`src/rtl/rx_seq_pkg.sv`:
```
package rx_seq_pkg;
  localparam int BYTE_W = 8;

  typedef enum logic [2:0] {
    E_IDLE,
    E_LOW,
    E_HIGH,
    E_TAIL,
    E_GAP
  } eng_st_t;

  typedef enum logic [3:0] {
    C_BOOT,
    C_BOOT_W,
    C_ARM,
    C_ARM_W,
    C_WAIT_INT,
    C_READ_W,
    C_DIS,
    C_DIS_W,
    C_FETCH,
    C_SEND,
    C_STAT
  } ctl_st_t;
endpackage

```
`src/rtl/rx_seq_sync.sv`:
```
module rx_seq_sync #(
  parameter int STAGES = 2
) (
  input  logic clk,
  input  logic rst,
  input  logic d,
  output logic q
);
  logic [STAGES-1:0] ff;

  always_ff @(posedge clk) begin
    if (rst) ff <= '1;
    else     ff <= {ff[STAGES-2:0], d};
  end

  assign q = ff[STAGES-1];
endmodule

```
`src/rtl/rx_seq_shift.sv`:
```
module rx_seq_shift
  import rx_seq_pkg::*;
#(
  parameter int HALF_DIV  = 2,
  parameter int CMD_BITS  = 16,
  parameter int FIFO_BITS = 24
) (
  input  logic                clk,
  input  logic                rst,
  input  logic                start,
  input  logic                fifo_mode,
  input  logic [CMD_BITS-1:0] word,
  input  logic                miso,
  output logic                cs_n,
  output logic                sck,
  output logic                mosi,
  output logic                done,
  output logic [CMD_BITS-1:0] resp,
  output logic [BYTE_W-1:0]   rx_byte
);
  localparam int DW = (HALF_DIV > 1) ? $clog2(HALF_DIV) : 1;
  localparam int BW = $clog2(FIFO_BITS + 1);
  localparam logic [DW-1:0] DIV_TOP = DW'(HALF_DIV - 1);

  eng_st_t            st;
  logic [DW-1:0]      div;
  logic [BW-1:0]      left;
  logic [CMD_BITS-1:0] txsh;
  logic [CMD_BITS-1:0] samp;
  logic               fifo_q;
  logic               tick;

  assign tick    = (div == '0);
  assign rx_byte = samp[BYTE_W-1:0];

  always_ff @(posedge clk) begin
    if (rst) begin
      st     <= E_IDLE;
      cs_n   <= 1'b1;
      sck    <= 1'b0;
      mosi   <= 1'b0;
      done   <= 1'b0;
      div    <= DIV_TOP;
      left   <= '0;
      txsh   <= '0;
      samp   <= '0;
      resp   <= '0;
      fifo_q <= 1'b0;
    end else begin
      done <= 1'b0;
      case (st)
        E_IDLE: begin
          div <= DIV_TOP;
          if (start) begin
            fifo_q <= fifo_mode;
            txsh   <= {word[CMD_BITS-2:0], 1'b0};
            left   <= fifo_mode ? BW'(FIFO_BITS) : BW'(CMD_BITS);
            cs_n   <= 1'b0;
            mosi   <= fifo_mode ? 1'b0 : word[CMD_BITS-1];
            st     <= E_LOW;
          end
        end
        E_LOW: begin
          if (tick) begin
            sck <= 1'b1;
            if (fifo_q) samp <= {samp[CMD_BITS-2:0], miso};
            div <= DIV_TOP;
            st  <= E_HIGH;
          end else begin
            div <= div - 1'b1;
          end
        end
        E_HIGH: begin
          if (tick) begin
            sck <= 1'b0;
            if (!fifo_q) samp <= {samp[CMD_BITS-2:0], miso};
            left <= left - 1'b1;
            div  <= DIV_TOP;
            if (left == BW'(1)) begin
              st <= E_TAIL;
            end else begin
              mosi <= fifo_q ? 1'b0 : txsh[CMD_BITS-1];
              txsh <= {txsh[CMD_BITS-2:0], 1'b0};
              st   <= E_LOW;
            end
          end else begin
            div <= div - 1'b1;
          end
        end
        E_TAIL: begin
          if (tick) begin
            cs_n <= 1'b1;
            mosi <= 1'b0;
            if (!fifo_q) resp <= samp;
            div  <= DIV_TOP;
            st   <= E_GAP;
          end else begin
            div <= div - 1'b1;
          end
        end
        E_GAP: begin
          if (tick) begin
            done <= 1'b1;
            st   <= E_IDLE;
          end else begin
            div <= div - 1'b1;
          end
        end
        default: st <= E_IDLE;
      endcase
    end
  end

  AST_SCK_NEEDS_CS: assert property (@(posedge clk) disable iff (rst)
    sck |-> !cs_n);
  AST_CS_RISE_SCK_LOW: assert property (@(posedge clk) disable iff (rst)
    $rose(cs_n) |-> (!sck && !$past(sck)));
  AST_GAP_HIGH: assert property (@(posedge clk) disable iff (rst)
    done |-> (cs_n && $past(cs_n)));
  AST_FIFO_MOSI_LOW: assert property (@(posedge clk) disable iff (rst)
    (!cs_n && fifo_q) |-> !mosi);
endmodule

```
`src/rtl/rx_seq_buf.sv`:
```
module rx_seq_buf #(
  parameter int DEPTH = 16,
  parameter int DW    = 8,
  localparam int AW   = (DEPTH > 1) ? $clog2(DEPTH) : 1
) (
  input  logic          clk,
  input  logic          wr_en,
  input  logic [AW-1:0] wr_addr,
  input  logic [DW-1:0] wr_data,
  input  logic          rd_en,
  input  logic [AW-1:0] rd_addr,
  output logic [DW-1:0] rd_q
);
  logic [DW-1:0] mem [DEPTH];

  always_ff @(posedge clk) begin
    if (wr_en) mem[wr_addr] <= wr_data;
    if (rd_en) rd_q <= mem[rd_addr];
  end
endmodule

```
`src/rtl/rx_seq_ctrl.sv`:
```
module rx_seq_ctrl
  import rx_seq_pkg::*;
#(
  parameter int PLEN     = 16,
  parameter int CMD_BITS = 16,
  parameter int N_CFG    = 7,
  parameter logic [N_CFG*CMD_BITS-1:0] CFG_LIST = '0,
  parameter logic [CMD_BITS-1:0] IDLE_WORD   = '0,
  parameter logic [CMD_BITS-1:0] ARM_WORD    = '0,
  parameter logic [CMD_BITS-1:0] DISARM_WORD = '0,
  localparam int AW = (PLEN > 1) ? $clog2(PLEN) : 1
) (
  input  logic                clk,
  input  logic                rst,
  input  logic                int_s,
  input  logic                eng_done,
  input  logic [BYTE_W-1:0]   rx_byte,
  output logic                eng_start,
  output logic                eng_fifo,
  output logic [CMD_BITS-1:0] eng_word,
  output logic                wr_en,
  output logic [AW-1:0]       wr_addr,
  output logic [BYTE_W-1:0]   wr_data,
  output logic                rd_en,
  output logic [AW-1:0]       rd_addr,
  output logic                pl_valid,
  input  logic                pl_ready,
  output logic                st_valid,
  output logic                st_good,
  output logic                good_toggle
);
  localparam int N_BOOT = N_CFG + 1;
  localparam int BIW    = (N_BOOT > 1) ? $clog2(N_BOOT) : 1;
  localparam int IW     = $clog2(PLEN + 2);
  localparam logic [N_BOOT*CMD_BITS-1:0] ALL_BOOT = {IDLE_WORD, CFG_LIST};

  ctl_st_t          st;
  logic [BIW-1:0]   boot_idx;
  logic [IW-1:0]    byte_idx;
  logic [BYTE_W-1:0] sum;
  logic [BYTE_W-1:0] chk;

  assign rd_en = (st == C_FETCH);

  always_ff @(posedge clk) begin
    if (rst) begin
      st          <= C_BOOT;
      boot_idx    <= '0;
      byte_idx    <= '0;
      sum         <= '0;
      chk         <= '0;
      eng_start   <= 1'b0;
      eng_fifo    <= 1'b0;
      eng_word    <= '0;
      wr_en       <= 1'b0;
      wr_addr     <= '0;
      wr_data     <= '0;
      rd_addr     <= '0;
      pl_valid    <= 1'b0;
      st_valid    <= 1'b0;
      st_good     <= 1'b0;
      good_toggle <= 1'b0;
    end else begin
      eng_start <= 1'b0;
      wr_en     <= 1'b0;
      st_valid  <= 1'b0;
      case (st)
        C_BOOT: begin
          eng_start <= 1'b1;
          eng_fifo  <= 1'b0;
          eng_word  <= ALL_BOOT[int'(boot_idx)*CMD_BITS +: CMD_BITS];
          st        <= C_BOOT_W;
        end
        C_BOOT_W: begin
          if (eng_done) begin
            if (boot_idx == BIW'(N_BOOT - 1)) begin
              st <= C_ARM;
            end else begin
              boot_idx <= boot_idx + 1'b1;
              st       <= C_BOOT;
            end
          end
        end
        C_ARM: begin
          eng_start <= 1'b1;
          eng_fifo  <= 1'b0;
          eng_word  <= ARM_WORD;
          st        <= C_ARM_W;
        end
        C_ARM_W: begin
          if (eng_done) begin
            byte_idx <= '0;
            sum      <= '0;
            st       <= C_WAIT_INT;
          end
        end
        C_WAIT_INT: begin
          if (!int_s) begin
            eng_start <= 1'b1;
            eng_fifo  <= 1'b1;
            eng_word  <= '0;
            st        <= C_READ_W;
          end
        end
        C_READ_W: begin
          if (eng_done) begin
            if (byte_idx < IW'(PLEN)) begin
              wr_en   <= 1'b1;
              wr_addr <= byte_idx[AW-1:0];
              wr_data <= rx_byte;
              sum     <= sum + rx_byte;
            end else if (byte_idx == IW'(PLEN)) begin
              chk <= rx_byte;
            end
            if (byte_idx == IW'(PLEN + 1)) begin
              st <= C_DIS;
            end else begin
              byte_idx <= byte_idx + 1'b1;
              st       <= C_WAIT_INT;
            end
          end
        end
        C_DIS: begin
          eng_start <= 1'b1;
          eng_fifo  <= 1'b0;
          eng_word  <= DISARM_WORD;
          st        <= C_DIS_W;
        end
        C_DIS_W: begin
          if (eng_done) begin
            rd_addr <= '0;
            st      <= C_FETCH;
          end
        end
        C_FETCH: begin
          pl_valid <= 1'b1;
          st       <= C_SEND;
        end
        C_SEND: begin
          if (pl_ready) begin
            pl_valid <= 1'b0;
            if (rd_addr == AW'(PLEN - 1)) begin
              st <= C_STAT;
            end else begin
              rd_addr <= rd_addr + 1'b1;
              st      <= C_FETCH;
            end
          end
        end
        C_STAT: begin
          st_valid <= 1'b1;
          st_good  <= (sum == chk);
          if (sum == chk) good_toggle <= ~good_toggle;
          st <= C_ARM;
        end
        default: st <= C_BOOT;
      endcase
    end
  end

  AST_READ_NEEDS_INT: assert property (@(posedge clk) disable iff (rst)
    (eng_start && eng_fifo) |-> !int_s);
  AST_NO_FRAME_WHILE_VALID: assert property (@(posedge clk) disable iff (rst)
    pl_valid |-> !eng_start);
  AST_STATUS_PULSE: assert property (@(posedge clk) disable iff (rst)
    st_valid |=> !st_valid);
  AST_TOGGLE_BAD: assert property (@(posedge clk) disable iff (rst)
    (st_valid && !st_good) |-> $stable(good_toggle));
  AST_TOGGLE_GOOD: assert property (@(posedge clk) disable iff (rst)
    (st_valid && st_good) |-> (good_toggle != $past(good_toggle)));
endmodule

```
`src/rtl/radio_rx_seq.sv`:
```
module radio_rx_seq
  import rx_seq_pkg::*;
#(
  parameter int HALF_DIV = 2,
  parameter int PLEN     = 16,
  parameter int N_CFG    = 7,
  parameter logic [N_CFG*16-1:0] CFG_LIST = {16'h7007, 16'h6006, 16'h5005,
                                             16'h4004, 16'h3003, 16'h2002, 16'h1001},
  parameter logic [15:0] IDLE_WORD   = 16'hE000,
  parameter logic [15:0] ARM_WORD    = 16'hE0F3,
  parameter logic [15:0] DISARM_WORD = 16'hE001
) (
  input  logic        clk,
  input  logic        rst,
  input  logic        rf_int_n,
  input  logic        rf_miso,
  output logic        rf_cs_n,
  output logic        rf_sck,
  output logic        rf_mosi,
  output logic [15:0] rsp_word,
  output logic [7:0]  pl_data,
  output logic        pl_valid,
  input  logic        pl_ready,
  output logic        st_valid,
  output logic        st_good,
  output logic        good_toggle
);
  localparam int CMD_BITS = 16;
  localparam int AW = (PLEN > 1) ? $clog2(PLEN) : 1;

  logic                int_s;
  logic                eng_start, eng_fifo, eng_done;
  logic [CMD_BITS-1:0] eng_word;
  logic [BYTE_W-1:0]   rx_byte;
  logic                wr_en, rd_en;
  logic [AW-1:0]       wr_addr, rd_addr;
  logic [BYTE_W-1:0]   wr_data;

  rx_seq_sync #(.STAGES(2)) u_sync (
    .clk(clk), .rst(rst), .d(rf_int_n), .q(int_s)
  );

  rx_seq_shift #(.HALF_DIV(HALF_DIV), .CMD_BITS(CMD_BITS), .FIFO_BITS(24)) u_shift (
    .clk(clk), .rst(rst), .start(eng_start), .fifo_mode(eng_fifo),
    .word(eng_word), .miso(rf_miso), .cs_n(rf_cs_n), .sck(rf_sck),
    .mosi(rf_mosi), .done(eng_done), .resp(rsp_word), .rx_byte(rx_byte)
  );

  rx_seq_buf #(.DEPTH(PLEN), .DW(BYTE_W)) u_buf (
    .clk(clk), .wr_en(wr_en), .wr_addr(wr_addr), .wr_data(wr_data),
    .rd_en(rd_en), .rd_addr(rd_addr), .rd_q(pl_data)
  );

  rx_seq_ctrl #(
    .PLEN(PLEN), .CMD_BITS(CMD_BITS), .N_CFG(N_CFG), .CFG_LIST(CFG_LIST),
    .IDLE_WORD(IDLE_WORD), .ARM_WORD(ARM_WORD), .DISARM_WORD(DISARM_WORD)
  ) u_ctrl (
    .clk(clk), .rst(rst), .int_s(int_s), .eng_done(eng_done), .rx_byte(rx_byte),
    .eng_start(eng_start), .eng_fifo(eng_fifo), .eng_word(eng_word),
    .wr_en(wr_en), .wr_addr(wr_addr), .wr_data(wr_data),
    .rd_en(rd_en), .rd_addr(rd_addr), .pl_valid(pl_valid), .pl_ready(pl_ready),
    .st_valid(st_valid), .st_good(st_good), .good_toggle(good_toggle)
  );

  AST_PL_HOLD: assert property (@(posedge clk) disable iff (rst)
    (pl_valid && !pl_ready) |=> (pl_valid && $stable(pl_data)));
endmodule

```
`config.mk`:
```
export PLATFORM = sky130hd
export DESIGN_NAME = radio_rx_seq
export DESIGN_NICKNAME = d
export VERILOG_FILES = /design/src/rtl/rx_seq_pkg.sv /design/src/rtl/rx_seq_sync.sv /design/src/rtl/rx_seq_shift.sv /design/src/rtl/rx_seq_buf.sv /design/src/rtl/rx_seq_ctrl.sv /design/src/rtl/radio_rx_seq.sv
export SDC_FILE = /design/constraint.sdc
export NUM_CORES = 1
export LEC_CHECK = 0
export BUFFER_PORTS_ARGS = -buffer_cell sky130_fd_sc_hd__buf_2
export CELL_PAD_IN_SITES_DETAIL_PLACEMENT = 2
export CELL_PAD_IN_SITES_GLOBAL_PLACEMENT = 2
export CORE_UTILIZATION = 30
export DETAILED_ROUTE_END_ITERATION = 10
export PLACE_DENSITY = 0.6
export SYNTH_ARGS = -nofsm -noshare
export SYNTH_HDL_FRONTEND = slang
export SYNTH_SLANG_ARGS = --single-unit
```
`constraint.sdc`:
```
create_clock -name clk -period 1.8 [get_ports clk]
set_input_delay 0.09 -clock clk [delete_from_list [all_inputs] [get_ports clk]]
set_output_delay 0.09 -clock clk [all_outputs]
set_load 0.03 [all_outputs]
```
# ---- Yosys cells after proc, flatten, opt, wreduce, memory -nomap -nowiden
# Memories as Yosys holds them, arrays and structs flattened. A register that Yosys moved wholly into a read port is not among the register bits.
# Cells that the tools add are included.
dict set report op_classes {
  addsub 6
  mul 0
  div 0
  magnitude_cmp 1
  n_eq_ne 37
  shifts 1
  muxes 69
  bitwise 8
  reduce_logical 36
}
# cell count
set op_table {}
lappend op_table {{16-bit 2-to-1 mux} 8}
lappend op_table {{128-bit by 8-bit variable part select with 16-bit output, first input constant} 1}
lappend op_table {{16-bit case mux with 2 select lines} 2}
lappend op_table {{16-bit case mux with 4 select lines} 1}
lappend op_table {{4-bit case mux with 11 select lines} 1}
lappend op_table {{4-bit 2-to-1 mux} 10}
lappend op_table {{2-bit != test, second input constant} 14}
lappend op_table {{5-bit 2-to-1 mux} 5}
lappend op_table {{8-bit 2-to-1 mux} 3}
lappend op_table {{5-bit case mux with 2 select lines} 2}
lappend op_table {{4-bit AND reduction} 5}
lappend op_table {{1-bit 2-to-1 mux} 18}
lappend op_table {{3-bit AND reduction} 6}
lappend op_table {{4-bit by 3-bit equality test with 1-bit output, second input constant} 4}
lappend op_table {{4-bit equality test, second input constant} 4}
lappend op_table {{8-bit case mux with 2 select lines} 1}
lappend op_table {{3-bit 2-to-1 mux} 5}
lappend op_table {{3-bit case mux with 5 select lines} 1}
lappend op_table {{5-bit AND reduction} 3}
lappend op_table {{2-bit nonzero test} 7}
lappend op_table {{5-bit equality test, second input constant} 2}
lappend op_table {{1-bit case mux with 2 select lines} 5}
lappend op_table {{2-bit AND reduction} 5}
lappend op_table {{3-bit OR reduction} 3}
lappend op_table {{other kinds (25)} 42}
dict set report word_totals {
  regBits 131
  latch_bits 0
  ramBits 128
  romBits 0
  in_bits 5
  out_inout_bits 31
  wordCells 187
  mem_count 1
}
# memory depth width rd rd_clocked_by_memory_dff write_ports line_no
set mem_list {}
lappend mem_list {u_buf.mem 16 8 1 1 1 rx_seq_buf.sv:14} ;# logic [DW-1:0] mem [DEPTH];

# ---- Depth between registers and ports, before layout
dict set report depth {
  ltp_word 4
  mapped_depth 8
  depth_no_buf 7
}

# ---- Hierarchy
# From an unflattened synthesis, not the netlist that was laid out.
dict set report hier_totals {
  cells_unflattened 870
  hier_area_um2 10840.4
}
# mod instances cells_per_inst area_each_um2 seq_area_each_um2
set modules_own_cells {}
lappend modules_own_cells {rx_seq_buf 1 229 5227.5 4083.9}
lappend modules_own_cells {rx_seq_ctrl 1 347 2914.0 1181.1}
lappend modules_own_cells {rx_seq_shift 1 290 2646.3 1221.2}
lappend modules_own_cells {rx_seq_sync 1 4 52.6 40.0}

# ---- Worst setup path after synthesis
# Ideal clock, no wire load.
dict set report synth_path {
  path_type {flip-flop to flip-flop}
  from {reg u_shift.samp[1]}
  to {reg u_ctrl.sum[7]}
  setup_time_ns 0.077
  arrival_time_ns 1.901
  required_time_ns 1.723
  path_slack_ns -0.178
  path_stages_with_launch 7
  path_buffers 0
  synth_period_minus_slack_ns 1.978
  cell_sequence {dfxtp_1 > ha_1 > a211oi_1 > nor3_2 > mux2i_1 > or4_1 > a31oi_1}
}
dict set report synth_between {
  elab_chain_cells 4
}
# item line_no
set synth_lines {}
lappend synth_lines {{start: declaration} rx_seq_shift.sv:29} ;# logic [CMD_BITS-1:0] samp;
lappend synth_lines {{start signal: assignment} rx_seq_shift.sv:66} ;# if (fifo_q) samp <= {samp[CMD_BITS-2:0], miso};
lappend synth_lines {{start signal: assignment} rx_seq_shift.sv:76} ;# if (!fifo_q) samp <= {samp[CMD_BITS-2:0], miso};
lappend synth_lines {{8-bit adder} rx_seq_ctrl.sv:111} ;# sum <= sum + rx_byte;
lappend synth_lines {{8-bit 2-to-1 mux} rx_seq_ctrl.sv:107} ;# if (byte_idx < IW'(PLEN)) begin
lappend synth_lines {{8-bit 2-to-1 mux} rx_seq_ctrl.sv:106} ;# if (eng_done) begin
lappend synth_lines {{8-bit case mux with 2 select lines} rx_seq_ctrl.sv:67} ;# case (st)
lappend synth_lines {{end signal: assignment} rx_seq_ctrl.sv:111}
lappend synth_lines {{end: declaration} rx_seq_ctrl.sv:40} ;# logic [BYTE_W-1:0] sum;
# Every way passes these cells. The select of a mux whose other input is x is not followed.
# A chain may end at the register's enable or synchronous reset.

# ---- Worst setup path in the final report
dict set report layout_path {
  from {reg u_shift.left[1]}
  to {reg u_shift.txsh[12]}
}
dict set report layout_between {
  elab_chain_cells 3
}
# item line_no
set layout_lines {}
lappend layout_lines {{start: declaration} rx_seq_shift.sv:27} ;# logic [BW-1:0] left;
lappend layout_lines {{start signal: assignment} rx_seq_shift.sv:57} ;# left <= fifo_mode ? BW'(FIFO_BITS) : BW'(CMD_BITS);
lappend layout_lines {{start signal: assignment} rx_seq_shift.sv:77} ;# left <= left - 1'b1;
lappend layout_lines {{5-bit by 1-bit equality test with 1-bit output} rx_seq_shift.sv:79} ;# if (left == BW'(1)) begin
lappend layout_lines {{2-bit != test (no line)} n/a}
lappend layout_lines {{4-bit AND reduction (no line)} n/a}
lappend layout_lines {{end signal: assignment} rx_seq_shift.sv:56} ;# txsh <= {word[CMD_BITS-2:0], 1'b0};
lappend layout_lines {{end signal: assignment} rx_seq_shift.sv:83} ;# txsh <= {txsh[CMD_BITS-2:0], 1'b0};
lappend layout_lines {{end: declaration} rx_seq_shift.sv:28} ;# logic [CMD_BITS-1:0] txsh;
# Every way passes these cells.

==> impl_metrics.tcl <==
set metrics [dict create \
    status "complete, but fails checks" \
    violations "negative setup slack" \
    synthMuxAreaShare_pct 10.2 \
    syn_area_um2 10800 \
    rsz0062_at_grt "true" \
    drtAntennaViolNets 0 \
    layout_min_cycle_time_ps 1820 \
    start_util_pct 30.5 \
    fin_ws_ps -19.8 \
    synth_warnings 0 \
    grt_max_degree 31 \
    setup_viol 4 \
    ys_seq_elements 258 \
    worst_pin_slew_ps 976 \
    drc 0 \
    synthArstFlopShare_pct 0 \
    crit_arrival_ps 2250 \
    synth_compound_area_share_pct 10.0 \
    routedWlPerCell_um 20.2 \
    nets 1088 \
    power_frac_clock_pct 47.2 \
    drtIter0Drc 322 \
    vias 7678 \
    stdcell_count 1549 \
    drt-pass1-iter-count 4 \
    clockBufferDepth 3 \
    track_usage_pct 17.2 \
    place_congestion 0.731 \
    power_density_nw_per_um2 1020 \
    path_clk_slew_ps 60 \
    synthDistinctLibCells 68 \
    rows 69 \
    p_switching_w 0.00330 \
    grt_antenna_before_repair 0 \
    slowest_delay_ps 490 \
    synth-xor-area-share_pct 1.62 \
    synthAdderAreaFrac_pct 2.15 \
    crit_slowest_cell "or4b_4" \
    insertion_delay_ps 560 \
    cp-end-kind "flop" \
    power_frac_comb_pct 8.1 \
    fin_crit_sh_pct 101 \
    die_area_um2 36900 \
    hold_slack_ps 26.6 \
    p_seq_share_pct 44.8 \
    slew_headroom_pct 34.7 \
    grt_pass1_wl_um 48700 \
    synth_top_family_by_area "simple AND/OR/NAND/NOR gates" \
    seq_area_frac_synth_pct 60.2 \
    hpwl_um 20100 \
    core_area_um2 35600 \
    final_layout_size_suffix_gt1_share_pct 29.7 \
    grt_overflow_total 0 \
    num_io_pins 36 \
    fp.dieH_um 192 \
    synthCells 917 \
    slew_viol_final 0 \
    grt_pass1_vias 8279 \
    power.internal_w 0.0109 \
    area_delta_synth_final_pct 28.3 \
    cts_tree "done" \
    p_leak_nw 5.11 \
    critPathKind "flop to flop" \
    synth_edf_count 136 \
    path_cells "inv_2 > ha_4 > or4b_4 > a21oi_4 > nor3_4 > buf_12 > mux2i_2 > nor2_1" \
    vdd_drop_max_uv 667 \
    fmax_mhz 550 \
    crit_required_ps 2230 \
    holdCritPathClass "primary input to flop" \
    placedCellCount 1466 \
    die_x_um 192 \
    max-cap-violations 0 \
    fin_skew_ps 19.4 \
    vias_per_cell 4.96 \
    clock-root-buffer "clkbuf_16" \
    syn_nets 940 \
    tritoncts_num_sinks 258 \
    fin_setup_tns_ps -40.5 \
    sw_frac_of_total_pct 23.2 \
    syn_area_per_cell_um2 11.8 \
    portBuffers 35 \
    wirelength_um 31200 \
    ys_dominant_reg_cell "edfxtp_1" \
    hold_viol 0 \
    startpoint_type "flop" \
    antenna_cells 0 \
    cp_max_fo 13 \
    htree_num_levels 1 \
    total_power_w 0.0142 \
    synthSimpleGateAreaFrac_pct 13.1 \
    cts_buffers 30 \
]
-- sequential cells by signal, summed over array words and instances (netlist names), 2 cells and up --
name             flops
u_buf.mem          128
u_buf.rd_q           8
u_ctrl.boot_idx      3
u_ctrl.byte_idx      5
u_ctrl.chk           8
u_ctrl.eng_word      8
u_ctrl.rd_addr       4
u_ctrl.st            4
u_ctrl.sum           8
u_ctrl.wr_addr       4
u_ctrl.wr_data       8
u_shift.left         5
u_shift.resp        16
u_shift.samp        16
u_shift.st           3
u_shift.txsh        15
u_sync.ff            2
-- final timing paths --
kind / cells past startpoint / slack [ps] / startpoint / end
worst max-delay path: 8 / -20 / u_shift.left[1]$_SDFFE_PP0P_ / u_shift.txsh[12]$_SDFFE_PP0P_
worst min-delay path: 3 / 30 / rst / u_ctrl.wr_en$_SDFF_PP0_
worst max register to register: 8 / -20 / u_shift.left[1]$_SDFFE_PP0P_ / u_shift.txsh[12]$_SDFFE_PP0P_
worst min register to register: 1 / 430 / u_sync.ff[0]$_SDFF_PP1_ / u_sync.ff[1]$_SDFF_PP1_
-- area by class of cell --
cell class / count / area (µm²)
sequential: 258 / 6550
tap: 461 / 577
multi-input combinational: 591 / 4260
inverter: 13 / 48.8
clock inverter: 22 / 307
fill: 3754 / 21700
timing repair buffer: 171 / 1380
clock buffer: 33 / 783
-- power groups by stage --
stage	Combinational, W	Clock (W)	Sequential (W)
global placement	0.000959	0	0.00647
floorplan	0.000681	0	0.00645
CTS	0.00107	0.00690	0.00636
detailed placement	0.000983	0	0.00647
global route	0.00126	0.00709	0.00638
finish	0.00115	0.00671	0.00637
-- cell usage in the layout (no fill, tap or decap), drive strengths merged, types with 3 or more instances in the layout --
| master | instances |
|---|---|
| buf | 163 |
| edfxtp | 136 |
| dfxtp | 122 |
| nor2 | 101 |
| nand2 | 95 |
| a21oi | 75 |
| mux2i | 64 |
| clkbuf | 35 |
| o21ai | 34 |
| nor3 | 25 |
| ha | 17 |
| a211oi | 17 |
| mux4 | 16 |
| inv | 15 |
| xnor2 | 14 |
| a22oi | 12 |
| nand2b | 10 |
| mux2 | 9 |
| and2 | 9 |
| nand3b | 9 |
| nor2b | 9 |
| clkinv | 9 |
| a221oi | 8 |
| bufinv | 7 |
| or3 | 7 |
| xor2 | 6 |
| dlygate4sd3 | 6 |
| nand3 | 5 |
| nor3b | 5 |
| nand4 | 4 |
| a21o | 4 |
| clkinvlp | 4 |
| o22ai | 4 |
| o211ai | 3 |
| or3b | 3 |
| or2 | 3 |
-- Yosys cell counts, drive strengths merged, types with 5 or more instances --
cell type | n | share of area, %
edfxtp | 136 | 38
dfxtp | 122 | 23
nor2 | 101 | 3.5
nand2 | 95 | 3.3
a21oi | 75 | 3.5
mux2i | 64 | 5.9
o21ai | 34 | 1.6
clkbuf | 32 | 1.1
buf | 24 | 1.2
nor3 | 24 | 1.4
a211oi | 17 | 1.6
ha | 17 | 2.0
mux4 | 16 | 3.3
xnor2 | 14 | 1.1
inv | 13 | 0.45
a22oi | 12 | 0.83
nand2b | 10 | 0.65
and2 | 9 | 0.52
mux2 | 9 | 0.94
nand3b | 9 | 0.74
nor2b | 9 | 0.52
a221oi | 8 | 0.65
or3 | 7 | 0.40
xor2 | 6 | 0.49
nand3 | 5 | 0.23
nor3b | 5 | 0.44
-- metal layers --
layer / part of all wire, % / global-route usage (%) / up-vias
li1: - / - / 3634
met1: 46 / 23.7 / 3913
met2: 49 / 28.8 / 97
met3: 3.0 / 2.12 / 34
met4: 1.8 / 3.94 / 0
met5: 0 / 0 / -
-- repair_timing --
item	in CTS	in global routing
buffers inserted	6	14
pin swaps	12	17
gates resized for setup	23	48
cloned	2	2
setup endpoints to repair	39	49
hold buffers	6	0
endpoints found under the hold margin	26	0
-- worst max-delay path: cells and delay by family (launching register included) --
| family | cells | cell delay [ps] |
|---|---|---|
| adders and majority gates | 1 | 110 |
| buffers and inverters | 2 | 230 |
| AOI/OAI and AO/OA | 1 | 250 |
| muxes | 1 | 160 |
| DFF | 1 | 330 |
| and+or+nand+nor | 3 | 630 |
-- cell families (layout without fill, tap and decap cells) --
family,Yosys count,after routing
AO/OA/AOI/OAI,171,171
XOR/XNOR,20,20
AND/OR/NAND/NOR,292,293
multiplexers,89,89
flip-flops,258,258
buffers and inverters,69,239
adder cells (fa/ha/maj),18,18
-- metrics by stage --
stage	cell area (µm²)	utilization [%]	worst slack (ps)
floorplan	10900	-	-12.9
global placement	12300	34.5	-326
detailed placement	12300	34.5	-439
CTS	13600	38.2	-25.1
global route	13900	39.1	-84.3
finish	13900	39.1	-19.8
No activity file was read; power rests on OpenSTA's default activity.
